File: config.mk
export PLATFORM = sky130hd
export DESIGN_NAME = adc_result_bank
export DESIGN_NICKNAME = d
export VERILOG_FILES = /design/src/rtl/adc_rb_pkg.sv /design/src/rtl/adc_rb_store.sv /design/src/rtl/adc_rb_byte_port.sv /design/src/rtl/adc_result_bank.sv
export SDC_FILE = /design/constraint.sdc
export NUM_CORES = 1
export LEC_CHECK = 0
export CAP_MARGIN = 20
export CELL_PAD_IN_SITES_DETAIL_PLACEMENT = 0
export CELL_PAD_IN_SITES_GLOBAL_PLACEMENT = 1
export CORE_AREA = 3 3 135 137
export DETAILED_ROUTE_END_ITERATION = 12
export DIE_AREA = 0 0 138 140
export GPL_TIMING_DRIVEN = 0
export PLACE_DENSITY = 0.85
export REMOVE_ABC_BUFFERS = 1
export SLEW_MARGIN = 15
export SYNTH_ARGS = -nofsm -noshare
export SYNTH_HDL_FRONTEND = slang
export SYNTH_SLANG_ARGS = --single-unit
File: constraint.sdc
create_clock -name clk -period 3.4 [get_ports clk]
set_input_delay 0.68 -clock clk [delete_from_list [all_inputs] [get_ports clk]]
set_output_delay 0.68 -clock clk [all_outputs]
set_load 0.05 [all_outputs]
File: src/rtl/adc_rb_pkg.sv
package adc_rb_pkg;

    typedef enum logic [0:0] {
        BP_IDLE  = 1'b0,
        BP_ARMED = 1'b1
    } bp_state_e;

endpackage

File: src/rtl/adc_rb_store.sv
module adc_rb_store #(
    parameter int NUM_CH = 16,
    parameter int RES_W  = 10,
    parameter int CH_W   = $clog2(NUM_CH)
) (
    input  logic             clk,
    input  logic             rst_n,
    input  logic             wr_en,
    input  logic [CH_W-1:0]  wr_ch,
    input  logic [RES_W-1:0] wr_res,
    input  logic [CH_W-1:0]  rd_a_ch,
    output logic [RES_W-1:0] rd_a_res,
    input  logic [CH_W-1:0]  rd_b_ch,
    output logic [RES_W-1:0] rd_b_res
);

    logic [RES_W-1:0] slot [NUM_CH];

    for (genvar g = 0; g < NUM_CH; g++) begin : g_slot
        always_ff @(posedge clk or negedge rst_n) begin
            if (!rst_n) begin
                slot[g] <= '0;
            end else if (wr_en && (wr_ch == CH_W'(g))) begin
                slot[g] <= wr_res;
            end
        end
    end

    assign rd_a_res = slot[rd_a_ch];
    assign rd_b_res = slot[rd_b_ch];

    AST_WRITE_LANDS: assert property (@(posedge clk) disable iff (!rst_n)
        wr_en |=> (slot[$past(wr_ch)] == $past(wr_res))) else $error("write lost");

endmodule

File: src/rtl/adc_rb_byte_port.sv
module adc_rb_byte_port
    import adc_rb_pkg::*;
#(
    parameter int RES_W = 10,
    parameter int BUS_W = 8,
    parameter int REG_W = 2 * BUS_W
) (
    input  logic             clk,
    input  logic             rst_n,
    input  logic             rd_en,
    input  logic             rd_low,
    input  logic [RES_W-1:0] byte_res,
    input  logic             word_en,
    input  logic [RES_W-1:0] word_res,
    output logic [BUS_W-1:0] rdata
);

    localparam int PAD_W = REG_W - RES_W;

    bp_state_e        state, state_nx;
    logic [BUS_W-1:0] shadow;
    logic [REG_W-1:0] byte_full, word_full;
    logic             hi_fetch, lo_fetch, capture;
    logic [BUS_W-1:0] cap_byte;

    assign byte_full = {byte_res, {PAD_W{1'b0}}};
    assign word_full = {word_res, {PAD_W{1'b0}}};
    assign hi_fetch  = rd_en && !rd_low;
    assign lo_fetch  = rd_en && rd_low;
    assign capture   = hi_fetch || word_en;
    // byte-path capture has priority over the word path
    assign cap_byte  = hi_fetch ? byte_full[BUS_W-1:0] : word_full[BUS_W-1:0];

    always_comb begin
        state_nx = state;
        unique case (state)
            BP_IDLE:  if (capture) state_nx = BP_ARMED;
            BP_ARMED: state_nx = BP_ARMED;
            default:  state_nx = BP_IDLE;
        endcase
    end

    always_ff @(posedge clk or negedge rst_n) begin
        if (!rst_n) state <= BP_IDLE;
        else        state <= state_nx;
    end

    always_ff @(posedge clk or negedge rst_n) begin
        if (!rst_n) begin
            rdata  <= '0;
            shadow <= '0;
        end else begin
            if (capture) shadow <= cap_byte;
            if (hi_fetch) begin
                rdata <= byte_full[REG_W-1:BUS_W];
            end else if (lo_fetch) begin
                unique case (state)
                    BP_IDLE:  rdata <= '0;
                    BP_ARMED: rdata <= shadow;
                    default:  rdata <= '0;
                endcase
            end
        end
    end

    AST_SHADOW_HOLD: assert property (@(posedge clk) disable iff (!rst_n)
        !capture |=> $stable(shadow)) else $error("shadow moved");
    AST_LOW_FROM_SHADOW: assert property (@(posedge clk) disable iff (!rst_n)
        lo_fetch |=> (rdata == $past(shadow))) else $error("low byte");
    AST_IDLE_SHADOW_ZERO: assert property (@(posedge clk) disable iff (!rst_n)
        (state == BP_IDLE) |-> (shadow == '0)) else $error("idle shadow");
    AST_DATA_HOLD: assert property (@(posedge clk) disable iff (!rst_n)
        !rd_en |=> $stable(rdata)) else $error("rdata moved");

endmodule

File: src/rtl/adc_result_bank.sv
module adc_result_bank #(
    parameter int NUM_CH = 16,
    parameter int RES_W  = 10,
    parameter int BUS_W  = 8
) (
    input  logic                         clk,
    input  logic                         rst_n,
    input  logic                         cv_wr,
    input  logic [$clog2(NUM_CH)-1:0]    cv_ch,
    input  logic [RES_W-1:0]             cv_res,
    input  logic                         host_rd,
    input  logic [$clog2(NUM_CH):0]      host_addr,
    output logic [BUS_W-1:0]             host_rdata,
    input  logic                         word_rd,
    input  logic [$clog2(NUM_CH)-1:0]    word_ch,
    output logic [2*BUS_W-1:0]           word_rdata
);

    localparam int CH_W  = $clog2(NUM_CH);
    localparam int REG_W = 2 * BUS_W;
    localparam int PAD_W = REG_W - RES_W;

    logic [CH_W-1:0]  byte_ch;
    logic             byte_low;
    logic [RES_W-1:0] byte_res, word_res;

    assign byte_ch  = host_addr[CH_W:1];
    assign byte_low = host_addr[0];

    adc_rb_store #(.NUM_CH(NUM_CH), .RES_W(RES_W), .CH_W(CH_W)) u_store (
        .clk     (clk),
        .rst_n   (rst_n),
        .wr_en   (cv_wr),
        .wr_ch   (cv_ch),
        .wr_res  (cv_res),
        .rd_a_ch (byte_ch),
        .rd_a_res(byte_res),
        .rd_b_ch (word_ch),
        .rd_b_res(word_res)
    );

    adc_rb_byte_port #(.RES_W(RES_W), .BUS_W(BUS_W), .REG_W(REG_W)) u_byte (
        .clk     (clk),
        .rst_n   (rst_n),
        .rd_en   (host_rd),
        .rd_low  (byte_low),
        .byte_res(byte_res),
        .word_en (word_rd),
        .word_res(word_res),
        .rdata   (host_rdata)
    );

    always_ff @(posedge clk or negedge rst_n) begin
        if (!rst_n)       word_rdata <= '0;
        else if (word_rd) word_rdata <= {word_res, {PAD_W{1'b0}}};
    end

    AST_WORD_PAD: assert property (@(posedge clk) disable iff (!rst_n)
        word_rd |=> (word_rdata[PAD_W-1:0] == '0)) else $error("pad bits");
    AST_WORD_HOLD: assert property (@(posedge clk) disable iff (!rst_n)
        !word_rd |=> $stable(word_rdata)) else $error("word moved");
    AST_HI_MATCHES_WORD: assert property (@(posedge clk) disable iff (!rst_n)
        (host_rd && !byte_low && word_rd && (byte_ch == word_ch))
        |=> (host_rdata == word_rdata[REG_W-1:BUS_W])) else $error("hi/word");

endmodule

### Word-level counts from Yosys, hierarchy flattened

Index checks and enable logic that the tools add are counted.

| operators by class | value |
|---|---|
| magnitude comparators | 2 |
| equal/unequal tests | 15 |
| mux-type cells | 12 |
| bitwise logic cells | 3 |
| reduce and logical (&&, ||, !) cells | 22 |

Operator list:

| kind | number |
|---|---|
| binary-select mux 10 bit (select 4 bit) | 2 |
| 2-to-1 mux 10 bit | 4 |
| equality test 4 bit, second input constant | 8 |
| 2-to-1 mux 8 bit | 3 |
| logical AND 1 bit | 18 |
| equality test 4 x 3 -> 1 bit, second input constant | 4 |
| case mux 8 bit (2 select lines) | 1 |
| greater-or-equal comparator 5 bit, second input constant | 2 |
| inverter 4 -> 5 bit | 2 |
| equality test 4 x 2 -> 1 bit, second input constant | 2 |
| equality test 4 x 1 -> 1 bit, second input constant | 1 |
| logical NOT 4 bit | 1 |
| case mux 1 bit (2 select lines) | 1 |
| nonzero test 2 bit | 1 |
| logical NOT 1 bit | 1 |
| logical OR 1 bit | 1 |
| 2-to-1 mux 1 bit | 1 |
| inverter 1 bit | 1 |

| storage, ports and cells | value |
|---|---|
| flip-flop bits (word level) | 187 |
| output and inout port bits | 24 |
| logic and storage cells | 74 |

### Longest topological paths before layout

Gate-level depths: netlist of the first run.

| depth | value |
|---|---|
| depth in word-level cells | 5 |
| gate-level depth with buffers | 6 |
| gate-level depth less buffers | 4 |

### Cells and area by module

Synthesis of the first run repeated with hierarchy kept, for this count alone.

| unflattened totals | value |
|---|---|
| cell total of the unflattened synthesis | 593 |
| area, all modules | 9296.4 um2 |

By module, submodules not included:

| module | times used | cells each | area an instance (um2) |
|---|---|---|---|
| adc_rb_store | 1 | 532 | 8370.5 |
| adc_rb_byte_port | 1 | 33 | 465.4 |
| adc_result_bank | 1 | 28 | 460.4 |

### Least setup slack after synthesis of the first run

Ideal clock, no wire load.

| timing path | value |
|---|---|
| path type | input port to flip-flop |
| start point | input port word_ch[0] |
| end point | register u_byte.shadow[6] |
| setup time | 0.129 ns |
| arrival time | 1.989 ns |
| data required time | 3.271 ns |
| setup slack | 1.282 ns |
| stages on the path | 5 |
| path buffers | 1 |
| cell sequence | buf_2 > mux4_2 > mux2i_1 > nor3_1 > a2111o_1 |

| between the ends | value |
|---|---|
| cells in the longest elaborated chain, start to end | 5 |

RTL lines:

| item | line | RTL |
|---|---|---|
| start: declaration | adc_result_bank.sv:15 | `input logic [$clog2(NUM_CH)-1:0] word_ch,` |
| inverter 4 -> 5 bit (not written as such) | adc_rb_store.sv:30 | `assign rd_b_res = slot[rd_b_ch];` |
| binary-select mux 10 bit (select 4 bit) | adc_rb_store.sv:30 |  |
| 2-to-1 mux 10 bit (not written as such) (2 in series) | adc_rb_store.sv:30 |  |
| 2-to-1 mux 8 bit | adc_rb_byte_port.sv:32 | `assign cap_byte = hi_fetch ? byte_full[BUS_W-1:0] : word_full[BUS_W-1:0];` |
| end signal: assignment | adc_rb_byte_port.sv:53 | `if (capture) shadow <= cap_byte;` |
| end: declaration | adc_rb_byte_port.sv:21 | `logic [BUS_W-1:0] shadow;` |

Every way passes these cells. The select of a mux whose other input is x is not followed.
A chain may end at the register's enable or synchronous reset.

### Worst setup path after layout of the first run

| timing path | value |
|---|---|
| start point | input port word_rd |
| end point | register u_byte.shadow[6] |

| between the ends | value |
|---|---|
| cells in the longest elaborated chain, start to end | 1 |

RTL lines:

| item | line | RTL |
|---|---|---|
| start: declaration | adc_result_bank.sv:14 | `input logic word_rd,` |
| logical OR 1 bit | adc_rb_byte_port.sv:30 | `assign capture = hi_fetch \|\| word_en;` |

Every way passes these cells.

==> out/qor.csv, run 1 <==
metric,value,unit
r2r_end,u_byte.shadow[6]$_DFFE_PN0P_,
io_pins,52,
ant_nets,0,
wl,23200,um
antenna_found_initial,0,
combPwrFrac,24.9,%
n_fill_cell,1302,
run_status,completed,
ys_ff_latch,181,
dpl_worst_slack,482,ps
start_kind,input port,
place_area,0.0100,mm^2
grt_pass1_wl,36100,um
holdBufCountCts,0,
die_y,140,um
final_core_util,61.7,%
swShare,28.2,%
fin_crit_sh,75.0,%
dp_hpwl,14600,um
leakagePower,4.37,nW
clockBufferDepth,2,
grt_pass1_vias,6208,
pwr-share-seq,45.7,%
setup_slack,849,ps
slew_headroom,36.6,%
synth_cell_types,26,
period_needed,2550,ps
hold_viol_final,0,
cts_resized,0,
syn_to_final_growth,13.7,%
max_cap_viol_count,0,
n_antenna_cell,0,
synth_cells,601,
rsz0062_at_grt,false,
synth_area,0.00931,mm^2
r2r_start,u_store.slot[80]$_DFFE_PN0P_,
fmaxAchievable,392,MHz
die_w,138,um
port_buffers,45,
slew_violations,0,
via_count,5710,
path_clk_slew,60,ps
initial_core_util,54.2,%
tritoncts,yes,
viasPerCell,6.57,
cts_root_buf,clkbuf_16,
htree_num_levels,4,
rrSetupSlack,1640,ps
cts_setup_buffers,0,
grt_max_degree,108,
insertion_delay,430,ps
cp_max_fo,14,
drtIter0Drc,478,
path_buf_inv,1,
drt_pre_antenna_iters,6,
wire_per_inst,26.7,um
overflow,0,
core_area,0.0172,mm^2
design_area,0.0106,mm^2
gp_congestion,0.779,
worstSetupEndpointType,flop,
cpPeakStageDelay,840,ps
p_switching,1.86,mW
dpl.cell_count,839,
setup_viol,0,
synth.avg_cell_area,15.5,um^2
worst_r2r_path_depth,4,
grtUsageTotal,24.9,%
seq_area_frac_synth,48.6,%
cts_buffers,17,
crit_path_top_delay_cell,clkdlybuf4s50_1,
worst_slew_pin_slew,950,ps
fin_skew,4.72,ps
p_clk_share,29.4,%
internal_power,4.72,mW
drive_above_1_share,45.8,%
instances_no_fill,869,
remaining_drc_errors,0,
hp-class,in2async,
crit_type,in2reg,
power.density,622,mW/mm^2
yosysWarnings,0,
nets,661,
rows,48,
path_cells,clkdlybuf4s50_1 -> nand2b_1 -> nor3_1 -> a2111o_1,
cp.required,3710,ps
cp_top_family,simple AND/OR/NAND/NOR gates,
dieArea,0.0193,mm^2
arrival,2860,ps
cts_sinks,181,
ir_worst_vdd,0.440,mV
-- cells by family after synthesis --
group	count (synthesis)	synth area share, %
and+or+nand+nor	64	3.60
buffers and inverters	53	2.78
AOI/OAI and AO/OA	26	2.34
other	1	0.0403
muxes	276	42.6
DFF	181	48.6
-- per-stage QoR --
stage | setup TNS (ps) | power, mW | hold WS [ps]
final | 0 | 6.58 | 203
after global routing | 0 | 6.87 | 257
after CTS | 0 | 6.62 | 232
after detailed placement | 0 | 4.68 | 490
after global placement | -1005640 | 4.58 | 481
after floorplan | 0 | 4.10 | 384
-- Yosys cell counts (all sizes together) --
| cell | instances | share of area, % |
|---|---|---|
| a2111o | 2 | 0.24 |
| a22oi | 4 | 0.32 |
| a31oi | 4 | 0.27 |
| buf | 27 | 1.7 |
| clkbuf | 20 | 0.81 |
| conb | 1 | 0.040 |
| dfrtp | 181 | 49 |
| inv | 6 | 0.24 |
| mux2 | 162 | 20 |
| mux2i | 34 | 3.7 |
| mux4 | 80 | 19 |
| nand2 | 10 | 0.40 |
| nand2b | 16 | 1.1 |
| nand3 | 7 | 0.38 |
| nand3b | 2 | 0.16 |
| nor2 | 12 | 0.48 |
| nor2b | 4 | 0.27 |
| nor3 | 4 | 0.22 |
| nor3b | 1 | 0.081 |
| o221ai | 14 | 1.3 |
| o22a | 2 | 0.19 |
| or3 | 8 | 0.54 |
-- flip-flops by register name (all words and copies together), names as in the netlist --
name and cells:
u_byte.shadow 2, u_byte.rdata 8, u_store.slot 160, u_byte.state 1, word_rdata 10
-- layout make-up --
| type | instances | area (um^2) | area share, % |
|---|---|---|---|
| clock buffers | 21 | 470 | 4.44 |
| clock inverters | 9 | 104 | 0.981 |
| inverters | 6 | 22.5 | 0.213 |
| multi-input cells | 372 | 4570 | 43.1 |
| flip-flops and latches | 181 | 4530 | 42.8 |
| well taps | 225 | 282 | 2.66 |
| repair buffers | 55 | 617 | 5.82 |
-- layout by cell type (no fill, tap or decap), types with 3 or more instances in the layout --
| cell type | synthesis | routed |
|---|---|---|
| or3_1 | 8 | 8 |
| buf_8 | 0 | 3 |
| mux4_2 | 80 | 80 |
| buf_6 | 1 | 3 |
| nor2b_1 | 4 | 3 |
| mux2i_1 | 34 | 34 |
| nand3_1 | 7 | 7 |
| nor3_1 | 4 | 4 |
| a22oi_1 | 4 | 4 |
| a31oi_1 | 4 | 4 |
| inv_1 | 6 | 6 |
| nor2_2 | 0 | 9 |
| buf_16 | 0 | 3 |
| mux2_2 | 159 | 159 |
| nand2b_1 | 16 | 16 |
| conb_1 | 1 | 6 |
| clkbuf_8 | 0 | 3 |
| clkbuf_16 | 0 | 17 |
| nand2_1 | 10 | 10 |
| o221ai_1 | 14 | 14 |
| buf_2 | 6 | 4 |
| clkdlybuf4s50_1 | 0 | 38 |
| clkinv_2 | 0 | 4 |
| mux2_1 | 3 | 3 |
| nor2_1 | 12 | 3 |
| dfrtp_1 | 181 | 181 |
-- worst max-delay path by stage --
stage,endpoint,slack [ps],cells past startpoint,start
2_1_floorplan,u_store.slot[120]$_DFFE_PN0P_,1330,3,cv_ch[3]
3_3_place_gp,u_store.slot[108]$_DFFE_PN0P_,-5430,1,rst_n
3_5_place_dp,u_byte.shadow[6]$_DFFE_PN0P_,480,4,word_rd
4_1_cts,u_byte.shadow[6]$_DFFE_PN0P_,930,4,word_rd
5_1_grt,u_byte.rdata[4]$_DFFE_PN0P_,820,4,host_rd
6_report,u_byte.shadow[6]$_DFFE_PN0P_,850,4,word_rd
-- layer usage --
metal	wire length [um]	up-vias	track usage [%]
met4	823	0	10.7
met2	11400	206	39.9
met3	1090	54	3.69
met1	9850	3067	34.6
li1	-	2383	-
met5	0	-	0
-- power by group through the flow --
stage               Sequential, mW  Clock (mW)  Combinational [mW]
floorplan                     3.09           0                1.01
global placement              2.98           0                1.60
detailed placement            3.04           0                1.64
CTS                           3.00        1.96                1.65
global route                  3.07        2.05                1.75
finish                        3.01        1.93                1.64
No activity file was read; power rests on OpenSTA's default activity.
==> inputs of run 2 (changes only) <==
- CORE_AREA: 3 3 135 137 -> 3 3 140 142
- DIE_AREA: 0 0 138 140 -> 0 0 143 145
- PLACE_DENSITY: 0.85 -> 0.8
- clock period: 3.4 -> 2.4 ns (I/O delays scaled with it)
==> out/qor.csv, run 2 (synthesis results as in run 1) <==
metric,value,unit
die_w,143,um
grt_pass1_wl,37000,um
clockBufferDepth,2,
design_area,0.0108,mm^2
wl_met1,10100,um
hold_viol_final,0,
start_kind,input port,
worst_slew_pin_slew,956,ps
run_status,completed,
rrSetupSlack,680,ps
gp_congestion,0.767,
cts_root_buf,clkbuf_16,
grtUsageTotal,24.3,%
hp-class,reg2reg,
r2r_start,u_store.slot[41]$_DFFE_PN0P_,
top_layer,met4,
port_buffers,45,
slew_violations,0,
via_count,5658,
tritoncts,yes,
initial_core_util,50.1,%
cp_max_fo,14,
drt_pre_antenna_iters,5,
layout_common_cells,"dfrtp_1 (181), mux2_2 (159), mux4_2 (80)",
worst_r2r_path_depth,4,
internal_power,6.96,mW
met2_wirelength,12300,um
grt_max_degree,69,
rsz0062_at_grt,false,
final_common_cell,dfrtp_1,
arrival,2490,ps
largest_reg_flops,160,
antenna_found_initial,0,
wl_met3,1020,um
viasPerCell,6.41,
htree_num_levels,4,
fin_crit_sh,90.6,%
worstSetupEndpointType,flop,
instances_no_fill,883,
dpl.cell_count,851,
overflow,0,
setup_tns,0,ps
fmaxAchievable,460,MHz
wl,24000,um
insertion_delay,440,ps
path_clk_slew,70,ps
p_switching,2.73,mW
slew_headroom,36.2,%
ant_nets,0,
top_regs,"u_store.slot x160, word_rdata x10, u_byte.rdata x8",
pwr-share-seq,44.0,%
cp.required,2710,ps
setup_viol,0,
combPwrFrac,24.0,%
dieArea,0.0207,mm^2
worstSetupStartpoint,host_addr[3],
whs,499,ps
core_area,0.0186,mm^2
drtIter0Drc,379,
grt_pass1_vias,6165,
remaining_drc_errors,0,
period_needed,2170,ps
final_core_util,57.9,%
swShare,28.2,%
n_antenna_cell,0,
nets,665,
rows,50,
largest_register,u_store.slot,
place_area,0.0101,mm^2
wire_per_inst,27.2,um
cts_sinks,181,
cts_buffers,17,
p_clk_share,32.0,%
r2r_end,u_byte.shadow[7]$_DFFE_PN0P_,
crit_type,in2reg,
max_cap_viol_count,0,
power.density,902,mW/mm^2
dp_hpwl,14900,um
leakagePower,4.45,nW
crit_end,u_byte.shadow[7]$_DFFE_PN0P_,
syn_to_final_growth,15.5,%
cts_setup_buffers,0,
io_pins,52,
drive_above_1_share,46.4,%
fin_skew,7.98,ps
ir_worst_vdd,0.675,mV
die_y,145,um
-- run 2: cell types whose count changed in the layout (fill, tap and decap cells not counted), sizes merged --
cell / change
bufinv: +3
dlygate4sd3: +1
dlymetal6s2s: +1
clkinv: -2
inv: +5
buf: +3
clkinvlp: -1
clkdlybuf4s50: -1
clkbuf: -4
-- run 2: metal layers --
metal	vias up	GRT usage, %
met1	3046	33.0
li1	2395	-
met4	0	8.32
met2	176	39.7
met3	41	4.35
met5	-	0
-- run 2: worst min path at each step --
stage	to	slack [ps]	start	depth (start not counted)
final	word_rdata[14]$_DFFE_PN0P_	500	word_rdata[14]$_DFFE_PN0P_	2
after global routing	word_rdata[12]$_DFFE_PN0P_	530	word_rdata[12]$_DFFE_PN0P_	2
after CTS	u_byte.state$_DFF_PN0_	510	u_byte.state$_DFF_PN0_	1
after detailed placement	u_store.slot[118]$_DFFE_PN0P_	410	rst_n	1
after global placement	u_byte.state$_DFF_PN0_	480	u_byte.state$_DFF_PN0_	1
after floorplan	u_byte.rdata[0]$_DFFE_PN0P_	180	rst_n	0
-- run 2: cell type report --
type | instances | area [um^2]
multi-input combinational | 372 | 4570
sequential | 181 | 4530
timing repair buffer | 59 | 692
fill | 1465 | 7830
clock inverter | 14 | 224
clock buffer | 17 | 425
tap | 234 | 293
inverter | 6 | 22.5
-- run 2: power by group through the flow --
stage	sequential, mW	combinational [mW]	clock, mW
after floorplan	4.38	1.44	0
after global routing	4.35	2.49	3.29
after detailed placement	4.31	2.33	0
final	4.27	2.32	3.11
after global placement	4.22	2.26	0
after CTS	4.25	2.35	3.16
-- run 2: critical path: stages --
cell and delay [ps]:
clkdlybuf4s50_1 980, nor2_1 270, a22oi_1 230, a31oi_1 110, a2111o_1 420
-- run 2: repair_timing --
item,CTS,global route
endpoints found under the hold margin,48,0
setup endpoints to repair,0,8
hold buffers,1,0
gates resized for setup,0,3
-- run 2: metrics by stage --
step	power (mW)	setup slack, ps
2_1_floorplan	5.81	528
3_3_place_gp	6.48	-6290
3_5_place_dp	6.64	-443
4_1_cts	9.75	13.2
5_1_grt	10.1	129
6_report	9.70	226
